--- src/rtl/irq_arb_pkg.sv ---
package irq_arb_pkg;

    localparam int BYTE_W = 8;

    typedef logic [BYTE_W-1:0] byte_t;

    // acknowledge sequencer states
    typedef enum logic [1:0] {
        ACK_IDLE  = 2'd0,   // no acknowledge in progress
        ACK_HELD  = 2'd1,   // acknowledge open, a channel is granted
        ACK_EMPTY = 2'd2    // acknowledge open, nothing was pending
    } ack_state_e;

endpackage

--- src/rtl/irq_arb_regs.sv ---
module irq_arb_regs
    import irq_arb_pkg::*;
#(
    parameter int                NUM_CH    = 2,
    parameter int                ADDR_W    = 16,
    parameter logic [ADDR_W-1:0] BASE_ADDR = 16'hFFF0
) (
    input  logic                     clk,
    input  logic                     rst,
    input  logic [ADDR_W-1:0]        bus_addr,
    input  byte_t                    bus_wdata,
    input  logic                     bus_we,
    output logic [NUM_CH-1:0]        mask,
    output logic [NUM_CH*BYTE_W-1:0] idx_flat,
    output logic                     enabled
);

    localparam logic [ADDR_W-1:0] MASK_ADDR = BASE_ADDR;
    localparam logic [ADDR_W-1:0] EN_ADDR   = BASE_ADDR + ADDR_W'(NUM_CH + 1);

    byte_t en_q;

    always_ff @(posedge clk) begin
        if (rst) begin
            mask <= '0;
            en_q <= '0;
        end else if (bus_we) begin
            if (bus_addr == MASK_ADDR) mask <= bus_wdata[NUM_CH-1:0];
            if (bus_addr == EN_ADDR)   en_q <= bus_wdata;
        end
    end

    assign enabled = |en_q;

    generate
        for (genvar g = 0; g < NUM_CH; g++) begin : g_idx
            localparam logic [ADDR_W-1:0] IDX_ADDR = BASE_ADDR + ADDR_W'(g + 1);
            always_ff @(posedge clk) begin
                if (rst)
                    idx_flat[g*BYTE_W +: BYTE_W] <= '0;
                else if (bus_we && bus_addr == IDX_ADDR)
                    idx_flat[g*BYTE_W +: BYTE_W] <= bus_wdata;
            end
        end
        if (NUM_CH < BYTE_W) begin : g_spare
            logic unused_mask_bits;
            assign unused_mask_bits = ^bus_wdata[BYTE_W-1:NUM_CH];
        end
    endgenerate

    // a write to the mask location lands in the mask one edge later
    a_r2_mask_write: assert property (@(posedge clk) disable iff (rst)
        (bus_we && bus_addr == MASK_ADDR) |=> mask == $past(bus_wdata[NUM_CH-1:0]));

    // without a write strobe the enable register holds its value
    a_r9_no_strobe: assert property (@(posedge clk) disable iff (rst)
        !bus_we |=> $stable(en_q));

endmodule

--- src/rtl/irq_arb_select.sv ---
module irq_arb_select #(
    parameter int NUM_CH = 2
) (
    input  logic [NUM_CH-1:0] irq_req,
    input  logic [NUM_CH-1:0] mask,
    input  logic              enabled,
    output logic              any_pending,
    output logic [NUM_CH-1:0] winner
);

    logic [NUM_CH-1:0] pend;

    assign pend        = enabled ? (irq_req & mask) : '0;
    assign any_pending = |pend;

    // fixed priority: lowest channel number wins
    always_comb begin
        logic taken;
        taken  = 1'b0;
        winner = '0;
        for (int i = 0; i < NUM_CH; i++) begin
            if (pend[i] && !taken) begin
                winner[i] = 1'b1;
                taken     = 1'b1;
            end
        end
    end

endmodule

--- src/rtl/irq_arb_ack.sv ---
module irq_arb_ack
    import irq_arb_pkg::*;
#(
    parameter int NUM_CH = 2
) (
    input  logic                     clk,
    input  logic                     rst,
    input  logic                     ack_in,
    input  logic [NUM_CH-1:0]        winner,
    input  logic [NUM_CH*BYTE_W-1:0] idx_flat,
    output logic [NUM_CH-1:0]        grant,
    output byte_t                    vec_data,
    output logic                     vec_oe
);

    ack_state_e state;
    byte_t      sel_idx;
    byte_t      vec_lat;
    logic       ack_start;

    always_comb begin
        sel_idx = '0;
        for (int i = 0; i < NUM_CH; i++)
            if (winner[i]) sel_idx = idx_flat[i*BYTE_W +: BYTE_W];
    end

    assign ack_start = ack_in && (state == ACK_IDLE);

    always_ff @(posedge clk) begin
        if (rst) begin
            state   <= ACK_IDLE;
            grant   <= '0;
            vec_lat <= '0;
        end else if (!ack_in) begin
            state <= ACK_IDLE;
            grant <= '0;
        end else if (ack_start) begin
            state   <= (|winner) ? ACK_HELD : ACK_EMPTY;
            grant   <= winner;
            vec_lat <= sel_idx;
        end
    end

    assign vec_oe   = ack_in && (state == ACK_HELD);
    assign vec_data = vec_oe ? vec_lat : '0;

    // at most one channel granted
    a_r4_onehot: assert property (@(posedge clk) disable iff (rst)
        $onehot0(grant));

    // channel 0 wins whenever it is pending at acknowledge start
    a_r4_prio: assert property (@(posedge clk) disable iff (rst)
        (ack_start && winner[0]) |=> grant[0]);

    // an open acknowledge keeps its grant
    a_r6_hold: assert property (@(posedge clk) disable iff (rst)
        (ack_in && state != ACK_IDLE) |=> ($stable(grant) && $stable(vec_lat)));

    // acknowledge low clears the grant at that edge
    a_r7_drop: assert property (@(posedge clk) disable iff (rst)
        !ack_in |=> grant == '0);

    // acknowledge with nothing pending grants nobody
    a_r8_empty: assert property (@(posedge clk) disable iff (rst)
        (ack_start && winner == '0) |=> grant == '0);

endmodule

--- src/rtl/irq_vector_arbiter.sv ---
module irq_vector_arbiter
    import irq_arb_pkg::*;
#(
    parameter int                NUM_CH    = 2,
    parameter int                ADDR_W    = 16,
    parameter logic [ADDR_W-1:0] BASE_ADDR = 16'hFFF0
) (
    input  logic              clk,
    input  logic              rst,
    input  logic [ADDR_W-1:0] bus_addr,
    input  logic [7:0]        bus_wdata,
    input  logic              bus_we,
    input  logic [NUM_CH-1:0] irq_req,
    input  logic              ack_in,
    output logic              irq_out,
    output logic [NUM_CH-1:0] grant,
    output logic [7:0]        vec_data,
    output logic              vec_oe
);

    logic [NUM_CH-1:0]        mask;
    logic [NUM_CH*BYTE_W-1:0] idx_flat;
    logic                     enabled;
    logic [NUM_CH-1:0]        winner;
    logic                     any_pending;

    irq_arb_regs #(.NUM_CH(NUM_CH), .ADDR_W(ADDR_W), .BASE_ADDR(BASE_ADDR)) u_regs (
        .clk      (clk),
        .rst      (rst),
        .bus_addr (bus_addr),
        .bus_wdata(bus_wdata),
        .bus_we   (bus_we),
        .mask     (mask),
        .idx_flat (idx_flat),
        .enabled  (enabled)
    );

    irq_arb_select #(.NUM_CH(NUM_CH)) u_sel (
        .irq_req    (irq_req),
        .mask       (mask),
        .enabled    (enabled),
        .any_pending(any_pending),
        .winner     (winner)
    );

    irq_arb_ack #(.NUM_CH(NUM_CH)) u_ack (
        .clk     (clk),
        .rst     (rst),
        .ack_in  (ack_in),
        .winner  (winner),
        .idx_flat(idx_flat),
        .grant   (grant),
        .vec_data(vec_data),
        .vec_oe  (vec_oe)
    );

    assign irq_out = any_pending;

    // disabled block never interrupts
    a_r3_quiet: assert property (@(posedge clk) disable iff (rst)
        !enabled |-> !irq_out);

    // a granted channel was acknowledged at the previous edge
    a_r5_after_ack: assert property (@(posedge clk) disable iff (rst)
        (|grant) |-> $past(ack_in));

endmodule

--- config.mk ---
export PLATFORM = sky130hd
export DESIGN_NAME = irq_vector_arbiter
export DESIGN_NICKNAME = d
export VERILOG_FILES = /design/src/rtl/irq_arb_pkg.sv /design/src/rtl/irq_arb_regs.sv /design/src/rtl/irq_arb_select.sv /design/src/rtl/irq_arb_ack.sv /design/src/rtl/irq_vector_arbiter.sv
export SDC_FILE = /design/constraint.sdc
export NUM_CORES = 1
export LEC_CHECK = 0
export BUFFER_PORTS_ARGS = -buffer_cell sky130_fd_sc_hd__buf_2
export CORE_ASPECT_RATIO = 0.5
export CORE_UTILIZATION = 30
export DETAILED_ROUTE_END_ITERATION = 8
export RECOVER_POWER = 25
export SETUP_SLACK_MARGIN = 0.1
export SLEW_MARGIN = 10
export SYNTH_ARGS = -nofsm -noshare
export SYNTH_HDL_FRONTEND = slang
export SYNTH_SLANG_ARGS = --single-unit
--- constraint.sdc ---
create_clock -name clk -period 3.9 [get_ports clk]
set_clock_uncertainty 0.15 [all_clocks]
set_input_delay 0.39 -clock clk [delete_from_list [all_inputs] [get_ports clk]]
set_output_delay 0.39 -clock clk [all_outputs]
set_load 0.005 [all_outputs]
==> results of run 1 <==
## power by group
group          total [W]  internal (W)  switching (W)  leakage, nW
registers       0.000389      0.000389    0.000000256        0.306
clock network   0.000408      0.000253       0.000155       0.0729
logic          0.0000391     0.0000199      0.0000192        0.523
## metrics by stage
step	hold slack, ns	cell area (um^2)	worst slack (ns)	total power [W]
global placement	0.303	1960	1.82	0.000438
detailed placement	0.308	1960	1.81	0.000439
finish	0.287	2080	1.69	0.000836
global route	0.293	2080	1.54	0.000865
CTS	0.285	2110	1.76	0.000844
floorplan	0.282	1710	2.21	0.000418
## routing by layer
metal / up-vias / part of all wire / track usage
met3: 5 / 0.064 / 0.0531
met2: 32 / 0.40 / 0.185
met1: 613 / 0.53 / 0.189
met5: - / 0 / 0
met4: 0 / 0.0096 / 0.0405
li1: 673 / - / -
## synthesized netlist by cell type (all sizes together)
library cell,instances,area (um^2)
dfxtp,38,761
nand2b,35,219
mux2i,26,260
a21oi,12,63.8
nand2,11,41.3
a32oi,8,70.1
and2,8,50.1
clkbuf,6,22.5
nor2,4,15.0
nor4,3,46.3
a22oi,2,15.0
buf,2,22.5
nand3,2,15.0
nand3b,2,15.0
nand4,2,12.5
a211oi,1,12.5
and3,1,6.26
and3b,1,10.0
inv,1,3.75
nand4bb,1,27.5
nor2b,1,6.26
o21ai,1,5.00
or3b,1,11.3
## worst max-delay path, stage by stage
cell	delay [ns]
buf_2	0.09
nand4bb_2	0.22
nor4_1	0.70
nand3b_1	0.57
mux2i_1	0.24
## registers in the layout, indices dropped and copies added (netlist names)
signal / cells
u_ack.state: 2
u_regs.mask: 2
u_ack.vec_lat: 8
u_regs.en_q: 8
u_regs.idx_flat: 16
u_ack.grant: 2
## cell type report
type / count / area (um^2)
multi-input cells: 122 / 871
clock inverters: 2 / 12.5
well taps: 73 / 91.3
repair buffers: 41 / 203
clock buffers: 6 / 139
fillers: 581 / 3410
flip-flops and latches: 38 / 761
inverters: 1 / 3.75
## cells by family after synthesis
| group | share of synthesized area |
|---|---|
| simple gates | 0.278 |
| mux | 0.152 |
| flops | 0.444 |
| buf+inv | 0.0285 |
| compound gates | 0.0972 |
## final timing paths
| kind | start | slack (ns) | endpoint | depth (start not counted) |
|---|---|---|---|---|
| worst max-delay path | bus_addr[2] | 1.69 | u_regs.idx_flat[0] | 5 |
| worst min-delay path | bus_wdata[4] | 0.29 | u_regs.idx_flat[4] | 3 |
| worst max register to register | u_ack.state[0] | 2.06 | u_ack.vec_lat[7] | 4 |
| worst min register to register | u_regs.idx_flat[0] | 0.31 | u_ack.vec_lat[0] | 2 |
==> metrics.md, run 1 <==
| Metric | Value |
|---|---|
| Status | complete, no violations |
| Placed insts | 275 |
| First-pass GRT wire length | 6.09 mm |
| Final hold viol count | 0 |
| Post-Route WL | 3.74 mm |
| Slew Limit Headroom | 0.483 |
| Most frequent cells in the layout | buf_2 (39), dfxtp_1 (38), nand2b_1 (35) |
| # resized after CTS | 0 |
| Cell Rows | 19 |
| Total gr overflow | 0 |
| Die width | 109 um |
| Startpoint types | input port |
| Synth Warn # | 0 |
| TNS Setup | 0 ns |
| Worst-path clk slew | 0.06 ns |
| PortBufs | 41 |
| First drt pass iteration count | 4 |
| Layout area overhead | 21.6% |
| Die Y | 55.4 um |
| Finished Core Util | 0.379 |
| Achievable frequency | 452 MHz |
| # hold bufs at CTS | 0 |
| GPL Wtd Cong | 0.672 |
| Area of the mapped netlist | 1710 um^2 |
| DR DRC count | 0 |
| Post-DR wirelength/cell | 13.2 um |
| Die footprint | 6030 um^2 |
| Yosys reg bits | 38 |
| Clock Latency Late Sink | 0.28 ns |
| Type of the most critical hold path | input port to flop |
| Max cap viols | 0 |
| Leakage | 0.902 nW |
| Most common cell after layout, fill and taps aside | buf_2 |
| # IOs | 42 |
| N_diodes | 0 |
| Vias in the first global route | 1258 |
| Syn Area/Cell | 10.1 um^2 |
| Slew @ Worst Pin | 0.768 ns |
| Drt via density | 4.67 |
| Post-DP HPWL | 2.77 mm |
| Maximum buffer depth of the clock tree | 2 |
| RSZ-0062 raised after global routing | false |
| Clock sink count | 38 |
| Post-Layout Cell Count | 283 |
| Routed Antenna Nets | 0 |
| CTS tree | yes |
| Initial cell density of the core | 0.312 |
| Slew Limit Fails | 0 |
| Peak supply drop | 0.174 mV |
| CTS root buf | clkbuf_16 |
| Seq/Total Area, Yosys | 0.444 |
| Setup Buffers After CTS | 0 |
| Worst Path Required | 3.89 ns |
| Critical path type | input port to flop |
| Total CTS buffers | 5 |
| Period utilisation layout | 0.567 |
| Syn Nets | 199 |
| CP Capture Type | flop |
| Synthesized netlist cell count | 169 |
| DRT iter0 DRCs | 55 |
| Initial antenna violation count | 0 |
| DR vias | 1323 |
| PD cells | 402 nW/um^2 |
| Max Fanout on Critical Path | 8 |
| Period minus WS final | 2.21 ns |
| Worst EP arrival | 2.21 ns |
| Layout cell share with drive strength beyond 1 | 0.257 |
| Setup Viol. Count Final | 0 |
| Distinct cells, synth | 26 |
| Fin nets | 239 |
| CTS H-tree lvls | 2 |
| Area of the core | 5490 um^2 |
| Pin count of the biggest net entering global routing | 44 |
| All-Layer GR Usage | 0.134 |
Note: power is estimated with default switching activity, not from simulation.
==> run 2, diff against run 1 <==
==> constraint.sdc (replaced) <==
create_clock -name clk -period 2.3 [get_ports clk]
set_clock_uncertainty 0.15 [all_clocks]
set_input_delay 0.23 -clock clk [delete_from_list [all_inputs] [get_ports clk]]
set_output_delay 0.23 -clock clk [all_outputs]
set_load 0.005 [all_outputs]
==> run 2 against run 1 <==
Compared with the run above: highest routed layer unchanged; via count down 1.1%; critical path depth down 2; design area up 0.48%; combinational power up 70%; first-iteration DRC count up 3.6%.
==> metrics.md, run 2 (synthesized netlist as in run 1, its figures left out) <==
| Metric | Value |
|---|---|
| # IOs | 42 |
| Peak supply drop | 0.304 mV |
| Top delay family on crit path | simple AND/OR/NAND/NOR gates |
| Pint | 0.00112 W |
| Total gr overflow | 0 |
| Maximum buffer depth of the clock tree | 2 |
| Most common cell after layout, fill and taps aside | buf_2 |
| Worst Hold End | u_regs.idx_flat[4] |
| PortBufs | 41 |
| Max reg flops | 16 |
| Final hold viol count | 0 |
| Leakage | 0.913 nW |
| Fin nets | 239 |
| Slew @ Worst Pin | 0.713 ns |
| Busiest grt layer | met1 |
| Crit-path cells | nor4_2 -> a22oi_1 -> buf_2 |
| Worst r2r path cells | 4 |
| CTS tree | yes |
| Slowest stage delay, CP | 0.55 ns |
| Pin count of the biggest net entering global routing | 44 |
| CP Capture Type | output port |
| DRT iter0 DRCs | 57 |
| Pre-CTS setup slack | 0.361 ns |
| Worst EP arrival | 1.58 ns |
| First-pass GRT wire length | 6.10 mm |
| Psw | 0.000293 W |
| Period utilisation layout | 0.854 |
| Slew Limit Fails | 0 |
| Post-Route WL | 3.70 mm |
| DR DRC count | 0 |
| Post-Place Cell Area | 1960 um^2 |
| Vias in the first global route | 1250 |
| Clock Latency Late Sink | 0.28 ns |
| Setup Buffers After CTS | 0 |
| Worst-path clk slew | 0.06 ns |
| CTS root buf | clkbuf_16 |
| Die footprint | 6030 um^2 |
| Die width | 109 um |
| Post-DR wirelength/cell | 13.1 um |
| Combinational Power Share | 0.047 |
| TNS Setup | 0 ns |
| Clock sink count | 38 |
| PD cells | 676 nW/um^2 |
| Worst r2r src | u_ack.state[0] |
| Hold Path Origin | bus_wdata[4] |
| Critical path type | flop to output port |
| Final WS setup | 0.336 ns |
| Slowest CP cell | nor4_2 |
| Sequential power share | 0.467 |
| Layout area overhead | 22.1% |
| Met3 usage in global routing | 0.0449 |
| Max Fanout on Critical Path | 3 |
| Min Hold Slack | 0.130 ns |
| Routed Antenna Nets | 0 |
| N_diodes | 0 |
| Setup Viol. Count Final | 0 |
| CTS H-tree lvls | 2 |
| Period minus WS final | 1.96 ns |
| Drt via density | 4.62 |
| Startpoint types | flop |
| Status | complete, no violations |
| Area of the core | 5490 um^2 |
| Most frequent cells in the layout | buf_2 (39), dfxtp_1 (38), nand2b_1 (35) |
| Total CTS buffers | 5 |
| # hold bufs at CTS | 0 |
| M1 GR Usage | 0.190 |
| Top Registers | u_regs.idx_flat (16), u_ack.vec_lat (8), u_regs.en_q (8) |
| RSZ-0062 raised after global routing | false |
| WP buf/inv | 1 |
| Post-DP HPWL | 2.78 mm |
| Max cap viols | 0 |
| WHS Path Cells | 3 |
| Slew Limit Headroom | 0.525 |
| All-Layer GR Usage | 0.134 |
| Initial antenna violation count | 0 |
| # resized after CTS | 0 |
| Critical Path Start | u_regs.en_q[4] |
| Met2 GRT Util | 0.189 |
| GPL Wtd Cong | 0.672 |
| Die Y | 55.4 um |
| Post-route cell area | 2090 um^2 |
| Type of the most critical hold path | input port to flop |
| Reg-to-reg slack, setup | 0.45 ns |
| Largest reg by FF count | u_regs.idx_flat |
| Initial cell density of the core | 0.312 |
| Cell Rows | 19 |
| Fill cells | 567 |
| Clk network pwr share | 0.486 |
| Worst Path Required | 1.92 ns |
| First drt pass iteration count | 4 |
| Achievable frequency | 509 MHz |
| Layout cell share with drive strength beyond 1 | 0.257 |
| R2r endpoint | u_ack.vec_lat[7] |
| Sw frac | 0.207 |
| DR vias | 1308 |
==> run 2: layout make-up <==
cell class,count,area (um^2),area share
Clock buffer,6,139,0.0664
Clock inverter,2,12.5,0.00598
Inverter,1,3.75,0.00180
Multi-Input combinational cell,122,881,0.421
Sequential cell,38,761,0.364
Tap cell,73,91.3,0.0437
Timing Repair Buffer,41,203,0.0969
==> run 2: stage by stage <==
step | util | instances | power, W
floorplan | - | 169 | 0.000709
global placement | 0.357 | 275 | 0.000742
detailed placement | 0.357 | 275 | 0.000744
CTS | 0.385 | 283 | 0.00143
global route | 0.381 | 283 | 0.00146
finish | 0.381 | 283 | 0.00141
==> run 2: worst register-to-register path, delay by kind of cell, from the launching register on <==
kind               cells  cell delay [ns]
AOI/OAI and AO/OA      2             0.67
DFF                    1             0.33
and+or+nand+nor        2             0.63
==> run 2: worst max path at each step <==
stage	depth (start not counted)	slack, ns	to
finish	3	0.34	irq_out
global route	3	0.24	irq_out
CTS	3	0.33	irq_out
detailed placement	5	0.36	u_regs.idx_flat[0]
global placement	5	0.38	u_regs.idx_flat[2]
floorplan	5	0.77	u_regs.idx_flat[8]
==> run 2: layer usage <==
| layer | vias up | routed length [um] |
|---|---|---|
| met5 | - | 0 |
| met1 | 605 | 1980 |
| met2 | 24 | 1490 |
| li1 | 675 | - |
| met4 | 0 | 31 |
| met3 | 4 | 198 |
==> run 2: power by group through the flow <==
stage	Clock, W	Combinational [W]	Sequential [W]
after detailed placement	0	0.0000701	0.000674
after CTS	0.000698	0.0000700	0.000660
final	0.000688	0.0000664	0.000660
after floorplan	0	0.0000346	0.000674
after global placement	0	0.0000683	0.000674
after global routing	0.000731	0.0000731	0.000659
